**src/rtl/calseq_pkg.sv**
```systemverilog
package calseq_pkg;
   localparam int NSTEP = 4;
   typedef enum logic [1:0] {
      STEP_OFFSET = 2'd0,
      STEP_DUTY   = 2'd1,
      STEP_RISE   = 2'd2,
      STEP_FALL   = 2'd3
   } step_e;
endpackage

```
**src/rtl/calseq_ctrl.sv**
```systemverilog
module calseq_ctrl
   import calseq_pkg::*;
(
   input  logic  clk,
   input  logic  rst_n,
   input  logic  start_i,
   input  logic  sleep_i,
   input  logic  step_done_i,
   output logic  launch_o,
   output logic  busy_o,
   output step_e step_o,
   output logic  mon_o,
   output logic  clr_o
);
   logic start_q;
   logic adv;

   // start history is frozen while asleep so a request raised then fires on wake
   assign launch_o = start_i & ~start_q & ~sleep_i;
   assign adv      = busy_o & ~sleep_i & step_done_i & ~launch_o;

   always_ff @(posedge clk or negedge rst_n) begin
      if (!rst_n) begin
         start_q <= 1'b0;
         busy_o  <= 1'b0;
         step_o  <= STEP_OFFSET;
         mon_o   <= 1'b0;
         clr_o   <= 1'b0;
      end else begin
         if (!sleep_i) start_q <= start_i;
         clr_o <= 1'b0;
         if (launch_o) begin
            busy_o <= 1'b1;
            step_o <= STEP_OFFSET;
            mon_o  <= 1'b0;
         end else if (adv) begin
            if (step_o == STEP_FALL) begin
               busy_o <= 1'b0;
               mon_o  <= 1'b1;
               clr_o  <= 1'b1;
            end else begin
               step_o <= step_e'(step_o + 2'd1);
            end
         end
      end
   end

   p_mon_released_r5: assert property (@(posedge clk) disable iff (!rst_n)
      busy_o |-> !mon_o);
   p_clr_at_end_r6: assert property (@(posedge clk) disable iff (!rst_n)
      clr_o |-> (mon_o && !busy_o));
   p_clr_single_r6: assert property (@(posedge clk) disable iff (!rst_n)
      clr_o |=> !clr_o);
   p_sleep_freeze_r9: assert property (@(posedge clk) disable iff (!rst_n)
      (sleep_i && busy_o) |=> ($stable(step_o) && busy_o));
endmodule

```
**src/rtl/calseq_sar.sv**
```systemverilog
module calseq_sar #(
   parameter int TRIM_W = 6,
   parameter int CNT_W  = 4
) (
   input  logic              clk,
   input  logic              rst_n,
   input  logic              launch_i,
   input  logic              busy_i,
   input  logic              hold_i,
   input  logic [CNT_W-1:0]  settle_i,
   input  logic              cmp_i,
   output logic [TRIM_W-1:0] code_o,
   output logic [TRIM_W-1:0] result_o,
   output logic              done_o
);
   localparam int IDX_W = (TRIM_W > 1) ? $clog2(TRIM_W) : 1;
   localparam logic [TRIM_W-1:0] MID = TRIM_W'(1) << (TRIM_W - 1);
   localparam logic [IDX_W-1:0]  TOP = IDX_W'(TRIM_W - 1);

   logic [IDX_W-1:0]  idx;
   logic [CNT_W-1:0]  cnt;
   logic              sample;
   logic [TRIM_W-1:0] next_bit;

   assign sample   = busy_i & ~hold_i & (cnt == settle_i);
   assign done_o   = sample & (idx == '0);
   assign next_bit = TRIM_W'(1) << (idx - 1'b1);

   always_comb begin
      result_o      = code_o;
      result_o[idx] = ~cmp_i;
   end

   always_ff @(posedge clk or negedge rst_n) begin
      if (!rst_n) begin
         code_o <= MID;
         idx    <= TOP;
         cnt    <= '0;
      end else if (launch_i) begin
         code_o <= MID;
         idx    <= TOP;
         cnt    <= '0;
      end else if (busy_i && !hold_i) begin
         if (sample) begin
            cnt <= '0;
            if (idx == '0) begin
               code_o <= MID;
               idx    <= TOP;
            end else begin
               code_o <= result_o | next_bit;
               idx    <= idx - 1'b1;
            end
         end else begin
            cnt <= cnt + 1'b1;
         end
      end
   end

   p_hold_freeze_r9: assert property (@(posedge clk) disable iff (!rst_n)
      (hold_i && !launch_i) |=> $stable(code_o));
   p_idx_range_r4: assert property (@(posedge clk) disable iff (!rst_n)
      busy_i |-> (int'(idx) < TRIM_W));
endmodule

```
**src/rtl/calseq_trims.sv**
```systemverilog
module calseq_trims
   import calseq_pkg::*;
#(
   parameter int TRIM_W = 6,
   parameter int NUM    = NSTEP
) (
   input  logic                       clk,
   input  logic                       rst_n,
   input  logic                       launch_i,
   input  logic                       busy_i,
   input  step_e                      step_i,
   input  logic                       wr_i,
   input  logic [TRIM_W-1:0]          result_i,
   input  logic [TRIM_W-1:0]          code_i,
   output logic [NUM-1:0][TRIM_W-1:0] trim_o
);
   localparam logic [TRIM_W-1:0] MID = TRIM_W'(1) << (TRIM_W - 1);

   for (genvar k = 0; k < NUM; k++) begin : g_stage
      logic [TRIM_W-1:0] held;
      logic              active;
      assign active = busy_i && (int'(step_i) == k);
      always_ff @(posedge clk or negedge rst_n) begin
         if (!rst_n)                held <= MID;
         else if (launch_i)         held <= MID;
         else if (wr_i && active)   held <= result_i;
      end
      assign trim_o[k] = active ? code_i : held;
   end

   p_idle_hold_r9: assert property (@(posedge clk) disable iff (!rst_n)
      (!busy_i && !launch_i) |=> $stable(trim_o));
   p_launch_mid_r2: assert property (@(posedge clk) disable iff (!rst_n)
      launch_i |=> (trim_o[NUM-1] == MID));
endmodule

```
**src/rtl/calseq_top.sv**
```systemverilog
module calseq_top
   import calseq_pkg::*;
#(
   parameter int TRIM_W = 6,
   parameter int CNT_W  = 4
) (
   input  logic              clk,
   input  logic              rst_n,
   input  logic              start_i,
   input  logic              bypass_i,
   input  logic              sleep_i,
   input  logic              cmp_i,
   input  logic [CNT_W-1:0]  settle_i,
   output logic [TRIM_W-1:0] trim_offset_o,
   output logic [TRIM_W-1:0] trim_duty_o,
   output logic [TRIM_W-1:0] trim_rise_o,
   output logic [TRIM_W-1:0] trim_fall_o,
   output logic              trim_apply_o,
   output logic [3:0]        inj_sel_o,
   output logic              mon_pull_o,
   output logic              clr_start_o
);
   if (TRIM_W < 2 || TRIM_W > 16) begin : g_bad_trim_w
      $error("calseq_top: TRIM_W must lie in 2..16");
   end
   if (CNT_W < 1 || CNT_W > 16) begin : g_bad_cnt_w
      $error("calseq_top: CNT_W must lie in 1..16");
   end

   logic                         launch, busy, done;
   step_e                        step;
   logic [TRIM_W-1:0]            code, result;
   logic [NSTEP-1:0][TRIM_W-1:0] trims;

   calseq_ctrl u_ctrl (
      .clk(clk), .rst_n(rst_n), .start_i(start_i), .sleep_i(sleep_i),
      .step_done_i(done), .launch_o(launch), .busy_o(busy), .step_o(step),
      .mon_o(mon_pull_o), .clr_o(clr_start_o)
   );

   calseq_sar #(.TRIM_W(TRIM_W), .CNT_W(CNT_W)) u_sar (
      .clk(clk), .rst_n(rst_n), .launch_i(launch), .busy_i(busy),
      .hold_i(sleep_i), .settle_i(settle_i), .cmp_i(cmp_i),
      .code_o(code), .result_o(result), .done_o(done)
   );

   calseq_trims #(.TRIM_W(TRIM_W), .NUM(NSTEP)) u_trims (
      .clk(clk), .rst_n(rst_n), .launch_i(launch), .busy_i(busy),
      .step_i(step), .wr_i(done), .result_i(result), .code_i(code),
      .trim_o(trims)
   );

   assign trim_offset_o = trims[STEP_OFFSET];
   assign trim_duty_o   = trims[STEP_DUTY];
   assign trim_rise_o   = trims[STEP_RISE];
   assign trim_fall_o   = trims[STEP_FALL];
   assign trim_apply_o  = ~bypass_i | busy;
   assign inj_sel_o     = busy ? (4'b0001 << step) : 4'b0000;

   p_inj_onehot_r3: assert property (@(posedge clk) disable iff (!rst_n)
      $onehot0(inj_sel_o));
   p_mon_idle_r5: assert property (@(posedge clk) disable iff (!rst_n)
      (mon_pull_o && !start_i) |=> mon_pull_o);
endmodule

```
**config.mk**
```make
export PLATFORM = sky130hd
export DESIGN_NAME = calseq_top
export DESIGN_NICKNAME = d
export VERILOG_FILES = /design/src/rtl/calseq_pkg.sv /design/src/rtl/calseq_ctrl.sv /design/src/rtl/calseq_sar.sv /design/src/rtl/calseq_trims.sv /design/src/rtl/calseq_top.sv
export SDC_FILE = /design/constraint.sdc
export NUM_CORES = 1
export LEC_CHECK = 0
export ABC_AREA = 1
export BUFFER_PORTS_ARGS = -buffer_cell sky130_fd_sc_hd__buf_2
export CAP_MARGIN = 15
export CORE_MARGIN = 5
export CORE_UTILIZATION = 30
export CTS_BUF_LIST = sky130_fd_sc_hd__clkbuf_8
export DETAILED_ROUTE_END_ITERATION = 8
export GPL_TIMING_DRIVEN = 0
export PLACE_DENSITY = 0.59
export REMOVE_ABC_BUFFERS = 1
export SLEW_MARGIN = 20
export SYNTH_ARGS = -nofsm -noshare
export SYNTH_HDL_FRONTEND = slang
export SYNTH_SLANG_ARGS = --single-unit
```
**constraint.sdc**
```tcl
create_clock -name clk -period 2.73 [get_ports clk]
set_clock_uncertainty 0.05 [all_clocks]
set_input_delay 0.1365 -clock clk [delete_from_list [all_inputs] [get_ports clk]]
set_output_delay 0.1365 -clock clk [all_outputs]
set_load 0.005 [all_outputs]
```
Word level (Yosys, flattened, before mapping). Index checks and enable logic that the tools add are counted.

Bitwise logic cells: 14. $add $sub $neg: 3. Magnitude comparators: 2. Shift-type cells: 2. $mul: 0. Reduce and logical (&&, ||, !) cells: 24. Divide/modulo/power cells: 0. Mux-type cells: 39. Equality and inequality tests: 6.

Operator list (number): 6-bit two-way mux (16); 4-bit two-way mux (4); 2-bit nonzero test (8); 3-bit two-way mux (4); 1-bit logical AND (10); 1-bit two-way mux (10); 1-bit AND (7); 6-bit bitwise mux (1); 2-bit == test, second input constant (3); 2-bit two-way mux (3); 6-bit OR (1); 2-bit AND reduction (3); 1-bit by 3-bit left shift with 6-bit output, first input constant (1); 1-bit inverter (5); 4-bit by 1-bit adder with 4-bit output, second input constant (1); 4-bit == test (1); 3-bit by 4-bit less-than comparator with 1-bit output, second input constant (1); 1-bit by 2-bit left shift with 4-bit output, first input constant (1); 1-bit demux with 3-bit select (1); 3-bit by 1-bit >= comparator with 1-bit output, second input constant (1); 3-bit logical NOT (1); 3-bit by 1-bit subtractor with 3-bit output, second input constant (1); 2-bit by 1-bit adder with 2-bit output, second input constant (1); 2-bit by 1-bit == test with 1-bit output, second input constant (1); 4 further kinds (4).

Memory bits (writable): 0. Bits in registers: 43. Output and inout port bits: 31. Bits of input ports: 10. Memories kept: 0. Memory bits (read-only): 0. Latch bits: 0. Word-level logic and storage cells: 102.

Longest topological paths before layout. Gate-level depths: netlist of run 1.

Word-level depth: 10. Depth in mapped cells: 9. Gate-level depth less buffers: 9.

Hierarchy. A second synthesis of run 1 with hierarchy kept.

Cells, all modules: 391. Area, all modules: 2606.2 µm².

By module, submodules not included: calseq_trims (seq. area each 605.6 µm², times used 1, area an instance 1312.5 µm², cells an instance 189); calseq_sar (seq. area each 329.1 µm², times used 1, area an instance 975.9 µm², cells an instance 159); calseq_ctrl (seq. area each 150.1 µm², times used 1, area an instance 280.3 µm², cells an instance 33); calseq_top (seq. area each 0.0 µm², times used 1, area an instance 37.5 µm², cells an instance 10).

Least setup slack after synthesis of run 1. Ideal clock, no wire load.

Kind: reg-to-reg. Start: register u_sar.idx[2]. End: register u_sar.code_o[5]. Cell stages (with the launch flop): 8. Arrival: 1.245 ns. Setup slack: 1.349 ns. Buffers on the path: 0. Setup time: 0.086 ns. Period minus slack after synthesis: 1.381 ns. Data required time: 2.594 ns. Path through: dfstp_2 > inv_1 > nor2_1 > nand2_1 > nand2_1 > nand3_1 > o21ai_0 > o21ai_0.

Longest elaborated chain between the ends: 10. Elaborated cells on any way between the ends: 14. Those cells by class: add/sub (1); order compare (2); shift (1); mux (7); bitwise (1); reduce/logical (2).

Ends and longest elaborated chain: start: declaration (line calseq_sar.sv:20) `logic [IDX_W-1:0] idx;`; start signal: assignment (line calseq_sar.sv:51) `idx <= idx - 1'b1;`; 3-bit by 4-bit less-than comparator with 1-bit output (not written as such) / 3-bit by 1-bit >= comparator with 1-bit output (equally long branches) (line calseq_sar.sv:31) `result_o[idx] = ~cmp_i;`; 1-bit logical AND (not written as such) (line calseq_sar.sv:31); 1-bit two-way mux (not written as such) (line calseq_sar.sv:31); 1-bit demux with 3-bit select; 6-bit bitwise mux (line calseq_sar.sv:31); 6-bit OR (line calseq_sar.sv:50) `code_o <= result_o | next_bit;`; 6-bit two-way mux * (line calseq_sar.sv:46) `if (idx == '0) begin`; 6-bit two-way mux * (line calseq_sar.sv:44) `if (sample) begin`; 6-bit two-way mux * (line calseq_sar.sv:43) `end else if (busy_i && !hold_i) begin`; 6-bit two-way mux * (line calseq_sar.sv:39) `end else if (launch_i) begin`; end signal: assignment (line calseq_sar.sv:50); end: declaration (line calseq_sar.sv:12) `output logic [TRIM_W-1:0] code_o,`.

Every way passes the cells marked *; elsewhere a longest branch is shown, timed or not. The select of a mux whose other input is x is not followed. A chain may end at the register's enable or synchronous reset.

Worst setup path after layout of run 1.
Start: register u_ctrl.step_o[0]. End: output trim_offset_o[3].

Longest elaborated chain between the ends: 3.

Ends and longest elaborated chain: start: declaration (line calseq_ctrl.sv:11) `output step_e step_o,`; start signal: assignment (line calseq_ctrl.sv:42) `step_o <= step_e'(step_o + 2'd1);`; 2-bit logical NOT (line calseq_trims.sv:22) `assign active = busy_i && (int'(step_i) == k);`; 1-bit logical AND (line calseq_trims.sv:22); 6-bit two-way mux (line calseq_trims.sv:28) `assign trim_o[k] = active ? code_i : held;`; end: declaration (line calseq_top.sv:14) `output logic [TRIM_W-1:0] trim_offset_o,`.

Every way passes these cells.

==> results of run 1 <==
[per-stage QoR]
stage / power (W) / setup slack, ps / setup TNS [ps] / hold slack [ps]
finish: 0.00246 / 781 / 0 / 38.5
global route: 0.00269 / 696 / 0 / 61.5
CTS: 0.00248 / 791 / 0 / 28.2
detailed placement: 0.00208 / 943 / 0 / 307
global placement: 0.00205 / -139 / -691 / 318
floorplan: 0.00166 / 612 / 0 / -209
[state kept, by name, indices dropped and copies added, names as in the netlist]
| signal | cells |
|---|---|
| u_ctrl.clr_o | 1 |
| u_ctrl.start_q | 1 |
| u_sar.code_o | 6 |
| u_trims.g_stage.held | 24 |
| u_ctrl.busy_o | 1 |
| u_sar.cnt | 4 |
| u_ctrl.mon_o | 1 |
| u_ctrl.step_o | 2 |
| u_sar.idx | 3 |
[path summary, 6_finish.rpt]
check,end,from,depth (start not counted)
worst min register to register,u_trims.g_stage[3].held[5],u_trims.g_stage[3].held[5],2
min in group asynchronous,u_ctrl.start_q,rst_n,2
max in group asynchronous,u_sar.code_o[0],rst_n,2
worst min-delay path,u_ctrl.start_q,start_i,3
worst max register to register,u_trims.g_stage[3].held[0],u_sar.idx[0],6
worst max-delay path,trim_offset_o[3],u_ctrl.step_o[0],5
[final cells by class]
type                    instances  area [um^2]
multi-input cells             243         1200
well taps                     105          131
clock buffers                   5         68.8
inverters                      36          135
fillers                       900         5220
repair buffers                 42          233
clock inverters                 3         16.3
flip-flops and latches         43         1080
[critical path: stages (launching register included)]
cell	delay, ps
dfrtp_1	420
inv_1	120
ha_1	150
nand2_1	260
o21ai_0	340
buf_2	170
[logic make-up (layout without fill, tap and decap cells)]
kind of cell	Yosys count	after routing
compound gates	46	46
simple gates	190	190
xor+xnor	2	2
flops	43	43
fa+ha+maj	5	5
buf+inv	45	86
[routing by layer]
| metal | global-route usage (%) | vias to the layer above | part of all wire (%) |
|---|---|---|---|
| li1 | - | 1150 | - |
| met1 | 19.4 | 1041 | 47 |
| met2 | 20.8 | 67 | 45 |
| met3 | 2.56 | 15 | 5.3 |
| met4 | 6.94 | 0 | 2.8 |
| met5 | 0 | - | 0 |
[layout by cell type (no fill, tap or decap)]
master | Yosys | routed
nor3_1 | 2 | 2
inv_2 | 3 | 3
clkinvlp_4 | 0 | 1
buf_4 | 1 | 1
nand4_4 | 3 | 3
dlygate4sd3_1 | 0 | 1
xor2_1 | 2 | 2
nand2_2 | 4 | 4
nand2_1 | 114 | 114
clkbuf_8 | 0 | 5
nor2_1 | 13 | 13
dfrtp_1 | 36 | 36
ha_1 | 5 | 5
buf_12 | 0 | 1
a21oi_2 | 1 | 1
o21ai_1 | 1 | 1
nand2_4 | 1 | 1
a21oi_1 | 1 | 1
o21ai_0 | 43 | 43
nand3_2 | 1 | 2
nor2_4 | 2 | 2
nand4_1 | 9 | 9
nand3_1 | 39 | 38
nor2_2 | 2 | 2
clkinv_2 | 0 | 1
inv_1 | 33 | 34
buf_2 | 1 | 39
dfstp_2 | 7 | 7
[power by group]
| group | switching, W | internal, W |
|---|---|---|
| combinational | 0.000738 | 0.000348 |
| sequential | 0.000121 | 0.000851 |
| clock | 0.000228 | 0.000175 |
| total | 0.00109 | 0.00137 |
==> qor.csv, run 1 <==
stage;metric;value;unit
outcome;status;completed;
finish;layout-drive-gt1-share;19.6;%
global_route;grt_usage;14.0;%
route;routed_wl;6640;um
timing;rsz0062_at_grt;no;
place;io_buffers;40;
job;drv_cap;0;
worst_setup_path;ff2ff_setup_slack;920;ps
logic_synthesis;synthTopCellsByArea;dfrtp_1 37%, nand2_1 17%, o21ai_0 8.7%, nand3_1 7.9%, dfstp_2 7.5%;
finish;fin_nets;386;
route;dr.pass1.iters;4;
logic_synthesis;synth_common_cells;114 x nand2_1, 43 x o21ai_0, 39 x nand3_1;
timing;fin_crit_sh;71.4;%
clock_tree;clockBufferDepth;2;
logic_synthesis;synth_area;2460;um^2
global_route;grt_pass1_vias;2178;
place;placedCellCount;468;
timing;tightestPinTransition;567;ps
worst_setup_path;path_max_fanout;13;
logic_synthesis;synthFlopType;dfrtp_1;
floorplan;core;8090;um^2
worst_setup_path;path_class;reg2out;
place;gp_congestion;0.862;
pwr;p_leak;1.56;nW
floorplan;start_util;30.4;%
clock_tree;clk_latency;300;ps
logic_synthesis;synth_edf_count;0;
floorplan;die-area;10100;um^2
route;postRouteAntennaNets;0;
timing;period_minus_slack;1950;ps
global_route;grt_max_degree;44;
place;placed_area;2770;um^2
logic_synthesis;synth_top_area_share;36.6;%
floorplan;ios;41;
route;vias_per_cell;4.77;
logic_synthesis;synthSimpleGateAreaFrac;35.9;%
clock_tree;clkTransAtPathRegs;80;ps
logic_synthesis;synth-compound-area-share;9.50;%
place;hpwl;4820;um
clock_tree;cts-root-buf;clkbuf_8;
clock_tree;cts_buffers;5;
global_route;antenna_found_initial;0;
worst_setup_path;critPathRequiredTime;2540;ps
timing;setup_viol;0;
min_path;hold_class;in2reg;
logic_synthesis;synthXorXnorAreaFrac;0.711;%
floorplan;die_y;101;um
clock_tree;post_cts_resized;0;
finish;fin_cells;477;
floorplan;fp-row-count;33;
global_route;grt_pass1_wl;11000;um
logic_synthesis;yosys.area.top_type;dfrtp_1;
pwr;irDropWorstVdd;0.250;mV
logic_synthesis;synthCells;331;
finish;final_util;35.5;%
global_route;grt_overflow;0;
clock_tree;clkSinkCount;43;
route;drtIter0Drc;97;
finish;antenna_cells;0;
worst_setup_path;critPathArrivalTime;1760;ps
timing;slew_violations;0;
clock_tree;hold_buffers;1;
logic_synthesis;synth_fa_ha_area_share;2.54;%
timing;fmax;513;MHz
logic_synthesis;yosysWarnings;0;
finish;final_area;2870;um^2
route;vias;2273;
timing;finalHoldViolCount;0;
finish;area_growth;16.6;%
clock_tree;cts_setup_buffers;0;
logic_synthesis;yosysMostFrequentCell;nand2_1;
logic_synthesis;ys_async_sr_fraction;100;%
worst_setup_path;end_kind;output port;
logic_synthesis;synth_cell_type_count;26;
logic_synthesis;ys_seq_area_share;44.0;%
pwr;cellPowerDensity;857;nW/um^2
logic_synthesis;synth_mux_area_share;0;%
route;routedWlPerCell;13.9;um
logic_synthesis;syn_area_per_cell;7.44;um^2
route;post-route-drc-count;0;
timing;maxSlewHeadroom;62.2;%
floorplan;die_width;101;um
logic_synthesis;synth_top_family_by_area;simple AND/OR/NAND/NOR gates;
worst_setup_path;critPathLaunchType;register;
clock_tree;htreeDepth;2;
logic_synthesis;ys_seq_elements;43;
clock_tree;tritoncts;built;
No activity file was read; power rests on OpenSTA's default activity.
==> inputs of run 2 (changes only) <==
--- a/config.mk
+++ b/config.mk
@@ -5,7 +5,7 @@
 export SDC_FILE = /design/constraint.sdc
 export NUM_CORES = 1
 export LEC_CHECK = 0
-export ABC_AREA = 1
+export ABC_AREA = 0
 export BUFFER_PORTS_ARGS = -buffer_cell sky130_fd_sc_hd__buf_2
 export CAP_MARGIN = 15
 export CORE_MARGIN = 5
==> constraint.sdc (replaced) <==
create_clock -name clk -period 2.05 [get_ports clk]
set_clock_uncertainty 0.05 [all_clocks]
set_input_delay 0.1025 -clock clk [delete_from_list [all_inputs] [get_ports clk]]
set_output_delay 0.1025 -clock clk [all_outputs]
set_load 0.005 [all_outputs]
==> qor.csv, run 2 <==
stage;metric;value;unit
place;io_buffers;40;
global_route;grt_usage;12.7;%
worst_setup_path;path_max_fanout;14;
worst_setup_path;crit_buf_inv;0;
worst_setup_path;crit_chain;and2b_4 -> and4_2 -> and3_2 -> mux2i_1;
worst_setup_path;critical_path_depth;4;
finish;fillers;843;
clock_tree;htreeDepth;2;
route;post-route-drc-count;0;
finish;area_growth;15.5;%
finish;largest_registers;u_trims.g_stage.held: 24 flops, u_sar.code_o: 6 flops, u_sar.cnt: 4 flops;
worst_setup_path;cpPeakStageDelay;550;ps
floorplan;ios;41;
clock_tree;clk_latency;290;ps
finish;largest-register;u_trims.g_stage.held;
pwr;cellPowerDensity;778;nW/um^2
finish;regArea;1080;um^2
finish;layout_commonest_cell;buf_2;
finish;fin_nets;313;
worst_setup_path;critPathLaunchType;register;
timing;final.setup.worst_slack;114;ps
timing;finalHoldViolCount;0;
finish;multi_input_area;1400;um^2
floorplan;die_width;103;um
logic_synthesis;synthCells;266;
worst_setup_path;r2r_cells;4;
worst_setup_path;critPathArrivalTime;2110;ps
clock_tree;cts-root-buf;clkbuf_8;
floorplan;fp-row-count;33;
finish;antenna_cells;0;
worst_setup_path;critPathTopFamily;simple AND/OR/NAND/NOR gates;
floorplan;start_util;31.1;%
timing;fmax;516;MHz
route;dr.pass1.iters;4;
clock_tree;clockBufferDepth;2;
logic_synthesis;synthTopCellsByArea;dfrtp_1 35%, mux2i_1 10%, mux2_2 9.2%, dfstp_2 7.1%, nand2_1 5.8%;
job;drv_cap;0;
worst_setup_path;path_class;reg2reg;
worst_setup_path;crit_slowest_cell;dfrtp_1;
min_path;hold_depth;2;
pwr;irDropWorstVdd;0.422;mV
floorplan;core;8300;um^2
clock_tree;cts_buffers;5;
logic_synthesis;synth_cell_type_count;46;
route;vias_per_cell;5.10;
outcome;status;completed;
timing;rsz0062_at_grt;no;
timing;setup_viol;0;
global_route;grt_overflow;0;
clock_tree;tritoncts;built;
route;drtIter0Drc;149;
min_path;hold_class;in2reg;
place;hpwl;4370;um
timing;slew_violations;0;
logic_synthesis;synth_common_cells;40 x nand2_1, 36 x dfrtp_1, 26 x mux2i_1;
global_route;grt_max_degree;44;
finish;layout-drive-gt1-share;31.1;%
floorplan;die-area;10600;um^2
logic_synthesis;synth_edf_count;0;
floorplan;die_y;103;um
worst_setup_path;ff2ff_setup_slack;110;ps
timing;tightestPinTransition;856;ps
logic_synthesis;yosysWarnings;0;
logic_synthesis;yosys.area.top_type;dfrtp_1;
worst_setup_path;end_kind;register;
logic_synthesis;synth_area;2580;um^2
pwr;p_leak;1.44;nW
logic_synthesis;ys_async_sr_fraction;100;%
place;dpl_worst_slack;-50.6;ps
global_route;grt_pass1_wl;10500;um
clock_tree;clkTransAtPathRegs;90;ps
timing;period_minus_slack;1940;ps
route;vias;2059;
logic_synthesis;synth_top_area_share;34.9;%
logic_synthesis;ys_seq_area_share;42.0;%
global_route;grt_pass1_vias;2015;
timing;fin_crit_sh;94.4;%
timing;setup_tns;0;ps
logic_synthesis;yosysMostFrequentCell;nand2_1;
logic_synthesis;syn_area_per_cell;9.70;um^2
clock_tree;clkSinkCount;43;
global_route;antenna_found_initial;0;
logic_synthesis;ys_seq_elements;43;
route;routed_wl;6330;um
place;gp_congestion;0.747;
route;postRouteAntennaNets;0;
timing;maxSlewHeadroom;42.9;%
route;routedWlPerCell;15.7;um
logic_synthesis;synthFlopType;dfrtp_1;
worst_setup_path;critPathRequiredTime;2220;ps
finish;largest_reg_flops;24;
finish;final_cell_mix;39 x buf_2, 36 x nand2_1, 36 x dfrtp_1, 26 x mux2i_1, 21 x mux2_2;
run 2: cell count changes in the layout (fill, tap and decap cells not counted), moves of 9 or more:
cell     delta
inv_1      -25
mux2_2     +21
mux2i_1    +26
nand2_1    -78
nand3_1    -26
nand4_1     -9
o21ai_0    -29
run 2: power breakdown:
| part | switching, W | internal (W) | leakage (nW) |
|---|---|---|---|
| combinational | 0.000315 | 0.000228 | 0.820 |
| sequential | 0.000157 | 0.000934 | 0.564 |
| clock | 0.000322 | 0.000363 | 0.0581 |
| total | 0.000794 | 0.00153 | 1.44 |
run 2: through the flow:
stage | hold WS, ps | instance area [um^2] | util, % | total power, W | cells
finish | 9.17 | 2980 | 35.9 | 0.00232 | 404
floorplan | -243 | 2490 | - | 0.00145 | 249
global route | 12.9 | 2980 | 35.9 | 0.00247 | 404
detailed placement | 282 | 2840 | 34.2 | 0.00165 | 395
CTS | 2.64 | 2970 | 35.8 | 0.00235 | 404
global placement | 274 | 2820 | 34.0 | 0.00164 | 394
run 2: final timing paths:
path	from	end
max	u_ctrl.busy_o	u_trims.g_stage[3].held[5]
min	start_i	u_ctrl.start_q
max reg2reg	u_ctrl.busy_o	u_trims.g_stage[3].held[5]
min reg2reg	u_ctrl.mon_o	u_ctrl.mon_o
max in group asynchronous	rst_n	u_sar.idx[2]
min in group asynchronous	rst_n	u_trims.g_stage[0].held[1]
run 2: area by class of cell:
class,count,share of cell area (%)
Clock inverter,3,1.47
Tap cell,105,4.41
Sequential cell,43,36.4
Inverter,9,1.13
Timing Repair Buffer,42,7.39
Clock buffer,5,2.31
Multi-Input combinational cell,197,46.9
run 2: cells by family after synthesis:
kind of cell	after synthesis	synth area share (%)
xor gates and xnor gates	6	2.04
muxes	47	19.2
adders and majority gates	5	2.42
DFF	43	42.0
AOI/OAI and AO/OA	42	9.99
buffers and inverters	26	4.75
and+or+nand+nor	97	19.5
run 2: routing by layer:
layer  vias to the layer above  track usage, %  part of all wire [%]
li1                        999               -                     -
met2                        49            20.1                    45
met4                         0            2.39                  0.22
met1                      1009            18.1                    49
met5                         -               0                     0
met3                         2            2.44                   5.4
run 2: timing repair:
item / CTS / global route
buffers inserted: 0 / 0
endpoints found under the hold margin: 36 / 0
hold buffers: 1 / 0
gates resized for setup: 2 / 5
pin swaps: 0 / 0
endpoints found under the setup margin: 5 / 12
==> inputs of run 3 (changes only) <==
--- a/config.mk
+++ b/config.mk
@@ -9,11 +9,11 @@
 export BUFFER_PORTS_ARGS = -buffer_cell sky130_fd_sc_hd__buf_2
 export CAP_MARGIN = 15
 export CORE_MARGIN = 5
-export CORE_UTILIZATION = 30
+export CORE_UTILIZATION = 59
 export CTS_BUF_LIST = sky130_fd_sc_hd__clkbuf_8
 export DETAILED_ROUTE_END_ITERATION = 8
 export GPL_TIMING_DRIVEN = 0
-export PLACE_DENSITY = 0.59
+export PLACE_DENSITY = 0.94
 export REMOVE_ABC_BUFFERS = 1
 export SLEW_MARGIN = 20
 export SYNTH_ARGS = -nofsm -noshare
==> qor.csv, run 3 (same netlist as run 2, synthesis figures left out) <==
stage;metric;value;unit
outcome;status;completed;
clock_tree;cts-root-buf;clkbuf_8;
route;routedWlPerCell;17.1;um
worst_setup_path;crit_buf_inv;2;
worst_setup_path;cp-startpoint;u_ctrl.step_o[0];
timing;rsz0062_at_grt;no;
pwr;p_total;0.00243;W
finish;final_util;68.5;%
place;gp_congestion;0.814;
finish;fin_cells;352;
floorplan;die_width;76.1;um
worst_setup_path;end_kind;output port;
finish;final_cell_mix;40 x nand2_1, 40 x buf_2, 36 x dfrtp_1, 26 x mux2i_1, 21 x mux2_2;
global_route;antenna_found_initial;0;
global_route;grt_overflow;0;
clock_tree;clockBufferDepth;2;
clock_tree;htreeDepth;2;
route;drtIter0Drc;129;
pwr;irDropWorstVdd;0.522;mV
finish;layout-drive-gt1-share;29.3;%
clock_tree;clkTransAtPathRegs;80;ps
worst_setup_path;critPathArrivalTime;1800;ps
finish;largest-register;u_trims.g_stage.held;
worst_setup_path;r2r-end;u_trims.g_stage[3].held[5];
timing;slew_violations;0;
worst_setup_path;crit_chain;inv_1 -> ha_1 -> nand2_1 -> mux2_2 -> buf_2;
floorplan;ios;41;
route;dr.pass1.iters;4;
pwr;power_frac_clock;32.2;%
worst_setup_path;ff2ff_setup_slack;110;ps
finish;area_growth;14.0;%
min_path;hold_class;in2reg;
pwr;comb_power_share;22.9;%
timing;period_minus_slack;1950;ps
pwr;power_switching;0.000784;W
finish;fin_nets;314;
worst_setup_path;path_max_fanout;8;
place;placedCellCount;342;
floorplan;core;4290;um^2
finish;antenna_cells;0;
timing;maxSlewHeadroom;46.9;%
floorplan;fp-row-count;24;
timing;setup_viol;0;
pwr;cellPowerDensity;826;nW/um^2
route;post-route-drc-count;0;
worst_setup_path;critical_path_depth;5;
worst_setup_path;crit_slowest_cell;dfrtp_1;
worst_setup_path;reg2reg_from;u_sar.idx[1];
global_route;grt_usage;21.3;%
clock_tree;clk_latency;300;ps
worst_setup_path;path_class;reg2out;
worst_setup_path;critPathLaunchType;register;
worst_setup_path;cpPeakStageDelay;400;ps
timing;finalHoldViolCount;0;
worst_setup_path;critPathTopFamily;flip-flops;
floorplan;die-area;5800;um^2
pwr;sw_frac_of_total;32.3;%
place;hpwl;4140;um
floorplan;start_util;60.1;%
route;routed_wl;6030;um
worst_setup_path;critPathRequiredTime;1900;ps
pwr;p_seq_share;44.9;%
finish;largest_reg_flops;24;
route;vias_per_cell;5.95;
pwr;p_int;0.00165;W
place;io_buffers;40;
worst_setup_path;crit_end;trim_offset_o[4];
pwr;p_leak;1.46;nW
timing;fmax;513;MHz
global_route;grt_pass1_wl;10200;um
job;drv_cap;0;
clock_tree;cts_buffers;5;
clock_tree;clkSinkCount;43;
timing;tightestPinTransition;797;ps
route;vias;2095;
timing;fin_crit_sh;95.2;%
clock_tree;tritoncts;built;
floorplan;die_y;76.1;um
global_route;grt_max_degree;44;
global_route;grt_pass1_vias;2065;
route;postRouteAntennaNets;0;
finish;largest_registers;u_trims.g_stage.held: 24 flops, u_sar.code_o: 6 flops, u_sar.cnt: 4 flops;
worst_setup_path;r2r_cells;4;
[run 3: area by class of cell]
type / instances / area [um^2]
fillers: 315 / 1350
multi-input cells: 197 / 1390
clock buffers: 5 / 68.8
flip-flops and latches: 43 / 1080
inverters: 9 / 33.8
repair buffers: 43 / 238
well taps: 52 / 65.1
clock inverters: 3 / 63.8
[run 3: worst reg2reg max path, delay by kind of cell, from the launching register on]
kind / cells / cell delay, ps
DFF: 1 / 540
and+or+nand+nor: 3 / 1030
muxes: 1 / 250
[run 3: worst min-delay path by stage]
stage	start	to	depth (start not counted)
2_1_floorplan	rst_n	u_ctrl.busy_o	0
3_3_place_gp	rst_n	u_trims.g_stage[1].held[1]	1
3_5_place_dp	rst_n	u_trims.g_stage[0].held[1]	1
4_1_cts	start_i	u_ctrl.start_q	2
5_1_grt	start_i	u_ctrl.start_q	2
6_report	start_i	u_ctrl.start_q	2
[run 3: what timing repair did]
item                                    4_1_cts  5_1_grt
endpoints found under the setup margin        6        0
gates resized for setup                       2        0
hold endpoints to repair                     36        0
buffers inserted                              0        0
hold buffers                                  1        0
[run 3: per-stage QoR]
stage	TNS, ps	worst slack [ps]	hold WS [ps]	cell area (um^2)
after CTS	0	74.6	19.3	2920
after global placement	-507	-132	250	2760
after detailed placement	-188	-42.6	252	2770
after floorplan	0	300	-243	2490
final	0	99.1	27.9	2940
after global routing	0	14.4	26.1	2940
[run 3: power groups by stage]
stage	Clock, W	Combinational (W)	Sequential [W]
after CTS	0.000793	0.000552	0.00109
final	0.000782	0.000557	0.00109
after detailed placement	0	0.000535	0.00110
after global routing	0.000824	0.000627	0.00111
after global placement	0	0.000510	0.00109
after floorplan	0	0.000393	0.00106
[run 3: routing by layer]
| layer | GRT usage, % | part of all wire, % |
|---|---|---|
| met5 | 0 | 0 |
| met4 | 6.29 | 1.5 |
| met3 | 4.73 | 5.8 |
| met2 | 35.4 | 50 |
| met1 | 27.8 | 43 |
